File: src/rtl/uart_err_state_pkg.sv
package uart_err_state_pkg;

    localparam int NUM_ERR = 3;

    // index 0 parity, 1 framing, 2 overrun
    localparam int ERR_STATUS_POS [NUM_ERR] = '{16, 17, 19};
    localparam int ERR_CLEAR_POS  [NUM_ERR] = '{2, 3, 5};
    localparam int ERR_MODE_POS   [NUM_ERR] = '{18, 17, 19};

    localparam int RXEN_STATUS_POS = 15;
    localparam int RXEN_CLEAR_POS  = 0;
    localparam int RXEN_SET_POS    = 1;

    typedef enum logic {
        RX_OFF = 1'b0,
        RX_ON  = 1'b1
    } rx_state_e;

endpackage

File: src/rtl/uart_err_rx_fsm.sv
module uart_err_rx_fsm
    import uart_err_state_pkg::*;
(
    input  logic clk,
    input  logic rst_n,
    input  logic go_on,
    input  logic go_off,
    output logic enabled
);

    rx_state_e cur_q, nxt;

    always_ff @(posedge clk or negedge rst_n) begin
        if (!rst_n) cur_q <= RX_OFF;
        else        cur_q <= nxt;
    end

    always_comb begin
        nxt = cur_q;
        unique case (cur_q)
            RX_OFF: if (go_on && !go_off) nxt = RX_ON;
            RX_ON:  if (go_off)           nxt = RX_OFF;
            default:                      nxt = RX_OFF;
        endcase
    end

    always_comb begin
        enabled = (cur_q == RX_ON);
    end

endmodule

File: src/rtl/uart_err_flag.sv
module uart_err_flag (
    input  logic clk,
    input  logic rst_n,
    input  logic gate_en,
    input  logic hit,
    input  logic clear,
    output logic flag
);

    logic flag_q;

    always_ff @(posedge clk or negedge rst_n) begin
        if (!rst_n)               flag_q <= 1'b0;
        else if (hit && gate_en)  flag_q <= 1'b1;
        else if (clear)           flag_q <= 1'b0;
    end

    assign flag = flag_q;

endmodule

File: src/rtl/uart_err_state.sv
module uart_err_state
    import uart_err_state_pkg::*;
#(
    parameter int WORD_W = 32
) (
    input  logic              clk,
    input  logic              rst_n,
    input  logic              mode_wr,
    input  logic [WORD_W-1:0] mode_wdata,
    input  logic              flag_wr,
    input  logic [WORD_W-1:0] flag_wdata,
    input  logic              par_err_pulse,
    input  logic              frm_err_pulse,
    input  logic              ovr_err_pulse,
    output logic [WORD_W-1:0] status_rdata,
    output logic              rx_enable,
    output logic              err_irq
);

    logic [NUM_ERR-1:0] err_hit;
    logic [NUM_ERR-1:0] err_gate_q;
    logic [NUM_ERR-1:0] err_flag;

    assign err_hit = {ovr_err_pulse, frm_err_pulse, par_err_pulse};

    always_ff @(posedge clk or negedge rst_n) begin
        if (!rst_n) begin
            err_gate_q <= '0;
        end else if (mode_wr) begin
            for (int i = 0; i < NUM_ERR; i++)
                err_gate_q[i] <= mode_wdata[ERR_MODE_POS[i]];
        end
    end

    uart_err_rx_fsm u_rx_fsm (
        .clk     (clk),
        .rst_n   (rst_n),
        .go_on   (flag_wr && flag_wdata[RXEN_SET_POS]),
        .go_off  (flag_wr && flag_wdata[RXEN_CLEAR_POS]),
        .enabled (rx_enable)
    );

    for (genvar g = 0; g < NUM_ERR; g++) begin : g_err
        uart_err_flag u_flag (
            .clk     (clk),
            .rst_n   (rst_n),
            .gate_en (err_gate_q[g]),
            .hit     (err_hit[g]),
            .clear   (flag_wr && flag_wdata[ERR_CLEAR_POS[g]]),
            .flag    (err_flag[g])
        );
    end

    always_comb begin
        status_rdata = '0;
        status_rdata[RXEN_STATUS_POS] = rx_enable;
        for (int i = 0; i < NUM_ERR; i++)
            status_rdata[ERR_STATUS_POS[i]] = err_flag[i];
        err_irq = |err_flag;
    end

endmodule

File: config.mk
export PLATFORM = sky130hd
export DESIGN_NAME = uart_err_state
export DESIGN_NICKNAME = d
export VERILOG_FILES = /design/src/rtl/uart_err_state_pkg.sv /design/src/rtl/uart_err_rx_fsm.sv /design/src/rtl/uart_err_flag.sv /design/src/rtl/uart_err_state.sv
export SDC_FILE = /design/constraint.sdc
export NUM_CORES = 1
export LEC_CHECK = 0
export ABC_AREA = 1
export BUFFER_PORTS_ARGS = -buffer_cell sky130_fd_sc_hd__buf_2
export CAP_MARGIN = 20
export CORE_ASPECT_RATIO = 1.1
export CORE_MARGIN = 2
export CORE_UTILIZATION = 26
export CTS_CLUSTER_SIZE = 25
export DETAILED_ROUTE_END_ITERATION = 16
export PLACE_DENSITY = 0.81
export SLEW_MARGIN = 5
export SYNTH_ARGS = -nofsm -noshare
export SYNTH_HDL_FRONTEND = slang
export SYNTH_SLANG_ARGS = --single-unit
File: constraint.sdc
create_clock -name clk -period 1.4 [get_ports clk]
set_clock_uncertainty 0.2 [all_clocks]
set_input_delay 0.28 -clock clk [delete_from_list [all_inputs] [get_ports clk]]
set_output_delay 0.28 -clock clk [all_outputs]
set_load 0.02 [all_outputs]
==> results of run 1 <==
## per-stage QoR
step | util [%] | setup WS, ns | total power [W] | setup TNS, ns
3_3_place_gp | 26.9 | 0.252 | 0.000420 | 0
6_report | 29.0 | -0.0100 | 0.000602 | -0.0100
4_1_cts | 29.0 | -0.0242 | 0.000612 | -0.0242
5_1_grt | 29.0 | -0.0894 | 0.000653 | -0.0894
2_1_floorplan | - | 0.294 | 0.000452 | 0
3_5_place_dp | 26.9 | 0.248 | 0.000422 | 0
## routing by layer
metal	GRT usage [%]	wire length, um	vias up
li1	-	-	186
met1	6.42	281	147
met2	9.01	307	32
met3	5.21	135	2
met4	2.78	4	0
met5	0	0	-
## cell type report
cell class              count  area [um^2]
fillers                   224         1400
flip-flops and latches      7          175
repair buffers             21          116
well taps                  28         35.0
multi-input cells          52          199
clock buffers               4         26.3
inverters                   6         22.5
## where the power goes
| group | leakage, nW | switching (W) | total (W) | internal, W |
|---|---|---|---|---|
| combinational | 0.263 | 0.000134 | 0.000183 | 0.0000495 |
| clock | 0.0150 | 0.0000686 | 0.000177 | 0.000108 |
| sequential | 0.0833 | 0.0000145 | 0.000242 | 0.000227 |
| total | 0.361 | 0.000217 | 0.000602 | 0.000385 |
## logic make-up after synthesis
logic type	Yosys count
buf+inv	38
simple gates	21
flops	7
compound gates	3
other cells	1
## critical path: stages (launching register included)
cell,delay (ns)
dfrtp_1,0.38
nor2_1,0.11
nand2_1,0.07
buf_6,0.13
## worst min path at each step
stage              startpoint          endpoint
4_1_cts        mode_wdata[17]     err_gate_q[1]
5_1_grt        mode_wdata[17]     err_gate_q[1]
3_3_place_gp            rst_n  u_rx_fsm.enabled
2_1_floorplan           rst_n     err_gate_q[0]
6_report       mode_wdata[17]     err_gate_q[1]
3_5_place_dp            rst_n  u_rx_fsm.enabled
## state kept, by name, indices dropped and copies added, names as in the netlist
register / count
u_rx_fsm.enabled: 1
err_gate_q: 3
g_err.u_flag.flag: 3
## layout by cell type, fill, tap and decap left out
| cell | instances |
|---|---|
| o21ai_0 | 3 |
| buf_2 | 19 |
| clkbuf_4 | 3 |
| buf_6 | 1 |
| dfrtp_1 | 7 |
| nor2_1 | 1 |
| inv_1 | 6 |
| nand2_1 | 20 |
| clkbuf_1 | 1 |
| dlygate4sd3_1 | 1 |
| conb_1 | 28 |
## cell usage after synthesis
cell type,instances
buf_4,32
nand2_1,20
dfrtp_1,7
inv_1,6
o21ai_0,3
conb_1,1
nor2_1,1
## timing repair
action | 4_1_cts | 5_1_grt
pin swaps | 1 | 2
cloned | 0 | 0
hold endpoints to repair | 7 | 0
gates resized for setup | 2 | 0
hold buffers | 1 | 0
setup endpoints to repair | 1 | 1
==> flow_summary_export.csv, run 1 <==
group,metric,value,unit
sta,fin_ws,-0.0100,ns
critical_path,crit_fanout,3,
critical_path,crit_path_start_kind,"flip-flop",
yosys,synthAdderAreaFrac,0,%
sta,timing.final.crit_share,101,%
die,io_pins,105,
critical_path,setup.worst_path.start,"g_err[1].u_flag.flag",
cells_and_area,antenna_cells,0,
clock_network,clk_latency,0.25,ns
routing,post-route-drc-count,0,
routing,ant_nets,0,
yosys,ys_types,7,
yosys,synth_area_leader_cell,"buf_4",
power,p_per_area,1050,nW/um^2
die,coreArea,1980,um^2
routing,vias,367,
grt,grt_antenna_before_repair,0,
routing,avgViaCountPerCell,3.11,
clock_network,htree_levels,1,
routing,drt_iter0_drc,2,
cells_and_area,instances_no_fill,118,
sta,hold_violations,0,
die,die_h,51.6,um
placement,placed_area,532,um^2
critical_path,critPathKind,"flip-flop to primary output",
yosys,syn_avg_cell_area,7.65,um^2
placement,dp.cells,113,
critical_path,worstPathRequired,0.92,ns
critical_path,arrival,0.93,ns
yosys,ys_ff_latch,7,
yosys,synthMuxAreaShare,0,%
status,violations,"negative setup slack",
sta,setup_violations,1,
grt,grt_max_degree,8,
yosys,netlist_top_cells_area,"buf_4, dfrtp_1, nand2_1",
grt,grt_pass1_wl,979,um
clock_network,cts_buffers,3,
yosys,yosysWarnings,0,
critical_path,crit-reg2reg-launch,"u_rx_fsm.enabled",
cells_and_area,final_nets,162,
die,rows,17,
critical_path,cp-endpoint,"err_irq",
grt,grt_pass1_vias,259,
clock_network,cts_root_buffer,"clkbuf_4",
clock_network,clock-sinks,7,
status,outcome,"complete, but fails checks",
job,cap_viol_max_count,0,
yosys,synthSimpleGateAreaFrac,14.7,%
yosys,syn_area,536,um^2
critical_path,reg2reg_to,"u_rx_fsm.enabled",
critical_path,r2r_slack,0.54,ns
grt,grt_usage,6.28,%
cells_and_area,syn_to_final_growth,7.24,%
cells_and_area,layout-drive-gt1-share,25.6,%
die,die_w,47.3,um
yosys,synth_compound_area_share,2.80,%
clock_network,clk_pin_slew,0.05,ns
yosys,syn_inst,70,
yosys,synth_seq_area_share,32.7,%
placement,gp_congestion,0.661,
critical_path,end_kind,"primary output",
power,vdd_drop_max,0.438,mV
yosys,synth_top_family_by_area,"buffers and inverters",
sta,rsz0062_at_grt,"true",
routing,wl,728,um
placement,port_buffers,20,
clock_network,cts_setup_buffers,0,
power,leakage,0.361,nW
yosys,synth_top_area_share,44.9,%
grt,overflow,0,
sta,period_minus_slack,1.41,ns
routing,wl_per_cell,6.17,um
die,start_util,27.1,%
die,die_area,2440,um^2
cells_and_area,final_area,574,um^2
sta,finalMaxSlewViolations,0,
routing,first_pass_iters,2,
min_path,hold_depth,3,
sta,hold-worst-slack,0.0354,ns
sta,max_freq,709,MHz
clock_network,clk_path_buf_depth,2,
critical_path,rr_worst_depth,4,
yosys,synth_xor_area_share,0,%
clock_network,cts_tree,"built",
placement,dp_hpwl,624,um
min_path,hold_class,"input pin to flip-flop",
No activity file was read; power rests on OpenSTA's default activity.
==> run 2: changes to the inputs <==
--- a/config.mk
+++ b/config.mk
@@ -17,4 +17,5 @@
 export SLEW_MARGIN = 5
 export SYNTH_ARGS = -nofsm -noshare
 export SYNTH_HDL_FRONTEND = slang
+export SYNTH_HIERARCHICAL = 1
 export SYNTH_SLANG_ARGS = --single-unit
==> constraint.sdc (replaced) <==
create_clock -name clk -period 1.7 [get_ports clk]
set_clock_uncertainty 0.2 [all_clocks]
set_input_delay 0.34 -clock clk [delete_from_list [all_inputs] [get_ports clk]]
set_output_delay 0.34 -clock clk [all_outputs]
set_load 0.02 [all_outputs]
==> run 2 against run 1 <==
Compared with the run above: the run now ends clean; routed wire length up 11%; global-route usage rose by 0.89 points; cell area up 2.8%; sequential power decreased by 17%; setup slack improved by 0.23 ns; combinational power is 17% lower; critical endpoint unchanged; non-clock buffer count is the same; critical path depth stayed put; largest power group unchanged; via count up 6.8%; register-to-register slack gained 0.32 ns; sequential share of layout area shrank 0.84 points; synthesized area unchanged.
==> flow_summary_export.csv, run 2 <==
group,metric,value,unit
sta,timing.final.crit_share,86.8,%
critical_path,slowest_stage,"dfrtp_1",
power,leakage,0.399,nW
routing,wl,806,um
placement,gp_congestion,0.660,
critical_path,arrival,0.94,ns
yosys,syn_area,536,um^2
critical_path,critPathKind,"flip-flop to primary output",
clock_network,clock-sinks,7,
sta,finalSetupTns,0,ns
critical_path,crit_chain,"nor2_1 -> nand2_1 -> buf_2",
clock_network,clk_pin_slew,0.05,ns
yosys,yosysWarnings,6,
yosys,synth_area_leader_cell,"buf_4",
sta,setup_violations,0,
critical_path,end_kind,"primary output",
sta,hold_violations,0,
clock_network,cts_tree,"built",
clock_network,clk_latency,0.24,ns
clock_network,clk_path_buf_depth,2,
yosys,synth_edf_count,0,
die,die_area,2440,um^2
clock_network,cts_root_buffer,"clkbuf_4",
grt,grt_usage,7.16,%
cells_and_area,syn_to_final_growth,10.3,%
power,p_per_area,844,nW/um^2
critical_path,cp_top_family,"flip-flops",
yosys,ys_types,7,
cells_and_area,final_cell_mix,"conb_1, nand2_1, buf_2, inv_1, dfrtp_1",
yosys,synth_seq_area_share,32.7,%
sta,max_freq,678,MHz
grt,grt_pass1_vias,307,
power,pwr-share-comb,30.5,%
power,p_sw,0.000183,W
clock_network,cts_setup_buffers,0,
yosys,synth_flop_cell,"dfrtp_1",
clock_network,cts_buffers,3,
cells_and_area,final_area,591,um^2
sta,period_minus_slack,1.48,ns
placement,dp_hpwl,678,um
routing,vias,392,
routing,drt_iter0_drc,2,
die,start_util,27.1,%
power,internal_power,0.000315,W
critical_path,worstPathRequired,1.16,ns
routing,first_pass_iters,4,
routing,avgViaCountPerCell,3.14,
power,vdd_drop_max,0.393,mV
cells_and_area,layout_commonest_cell,"conb_1",
die,io_pins,105,
power,swShare,36.8,%
die,die_h,51.6,um
die,die_w,47.3,um
critical_path,max_stage_delay,0.39,ns
routing,wl_per_cell,6.45,um
status,outcome,"finished, final reports clean",
yosys,syn_avg_cell_area,7.24,um^2
yosys,async_flop_share,100,%
yosys,netlist_top_cells_area,"buf_4, dfrtp_1, nand2_1",
grt,grt_max_degree,8,
sta,rsz0062_at_grt,"false",
job,cap_viol_max_count,0,
critical_path,crit_path_start_kind,"flip-flop",
yosys,ys_ff_latch,7,
min_path,hold_class,"input pin to flip-flop",
yosys,synthTopCellsByCount,"buf_4, nand2_1, inv_1, dfrtp_1, nor2_1",
grt,grt_antenna_before_repair,0,
yosys,synth_top_area_share,40.7,%
die,rows,17,
cells_and_area,final_nets,169,
die,coreArea,1980,um^2
routing,ant_nets,0,
cells_and_area,layout-drive-gt1-share,24.7,%
placement,port_buffers,20,
sta,finalMaxSlewViolations,0,
power,clkPwrFrac,29.5,%
yosys,syn_inst,74,
critical_path,cp.buffers_inverters,1,
placement,placed_area,554,um^2
grt,overflow,0,
grt,grt_pass1_wl,1.17,mm
power,seq_power_share,40.0,%
critical_path,crit_fanout,3,
clock_network,htree_levels,1,
cells_and_area,antenna_cells,0,
yosys,synth.most_common_cell,"buf_4",
routing,post-route-drc-count,0,
-- run 2: stage by stage --
stage | utilization [%] | power, W | setup WS (ns) | hold WS, ns | std cells
after floorplan | - | 0.000360 | 0.459 | -0.156 | 101
after global placement | 28.0 | 0.000349 | 0.498 | -0.0215 | 120
after detailed placement | 28.0 | 0.000353 | 0.482 | -0.0161 | 120
after CTS | 29.9 | 0.000510 | 0.203 | 0.0813 | 125
after global routing | 29.9 | 0.000543 | 0.154 | 0.0887 | 125
final | 29.9 | 0.000499 | 0.224 | 0.0921 | 125
-- run 2: worst paths after layout --
path / from / to / slack, ns / cells past startpoint
setup / recovery: g_err[1].u_flag/flag / err_irq / 0.22 / 3
hold / removal: mode_wdata[18] / err_gate_q[0] / 0.09 / 3
setup reg to reg: u_rx_fsm/enabled / u_rx_fsm/enabled / 0.86 / 2
hold reg to reg: err_gate_q[0] / err_gate_q[0] / 0.27 / 2
max in group asynchronous: rst_n / err_gate_q[2] / 0.87 / 2
min in group asynchronous: rst_n / g_err[0].u_flag/flag / 0.27 / 2
-- run 2: power by group through the flow --
stage | clock [W] | sequential [W] | combinational, W
after floorplan | 0 | 0.000218 | 0.000142
after global placement | 0 | 0.000202 | 0.000148
after detailed placement | 0 | 0.000203 | 0.000150
after CTS | 0.000158 | 0.000200 | 0.000152
after global routing | 0.000168 | 0.000202 | 0.000173
final | 0.000147 | 0.000200 | 0.000152
-- run 2: cell type report --
class	instances	area, um^2
timing repair buffer	21	110
inverter	10	37.5
multi-input combinational	55	206
tap	28	35.0
fill	219	1390
sequential	7	175
clock buffer	4	26.3
-- run 2: worst reg2reg max path, cell delays in order, from the launching register on --
cell and delay (ns):
dfrtp_1 0.38, nor2_1 0.11, nor2_1 0.04
-- run 2: layer usage --
| metal | global-route usage (%) | vias to the layer above | part of all wire [%] |
|---|---|---|---|
| met5 | 0 | - | 0 |
| met4 | 1.39 | 0 | 0.99 |
| met3 | 5.21 | 2 | 14 |
| met2 | 12.6 | 37 | 43 |
| met1 | 6.40 | 152 | 41 |
| li1 | - | 201 | - |
-- run 2: logic make-up (layout without fill, tap and decap cells) --
| family | count (synthesis) | after routing | share of synthesized area (%) |
|---|---|---|---|
| buf+inv | 39 | 35 | 47.7 |
| simple gates | 27 | 27 | 18.9 |
| flops | 7 | 7 | 32.7 |
| other cells | 1 | 28 | 0.700 |
-- run 2: what timing repair did --
item | CTS | global route
endpoints found under the hold margin | 7 | 0
gates resized for setup | 0 | 0
hold buffers | 1 | 0
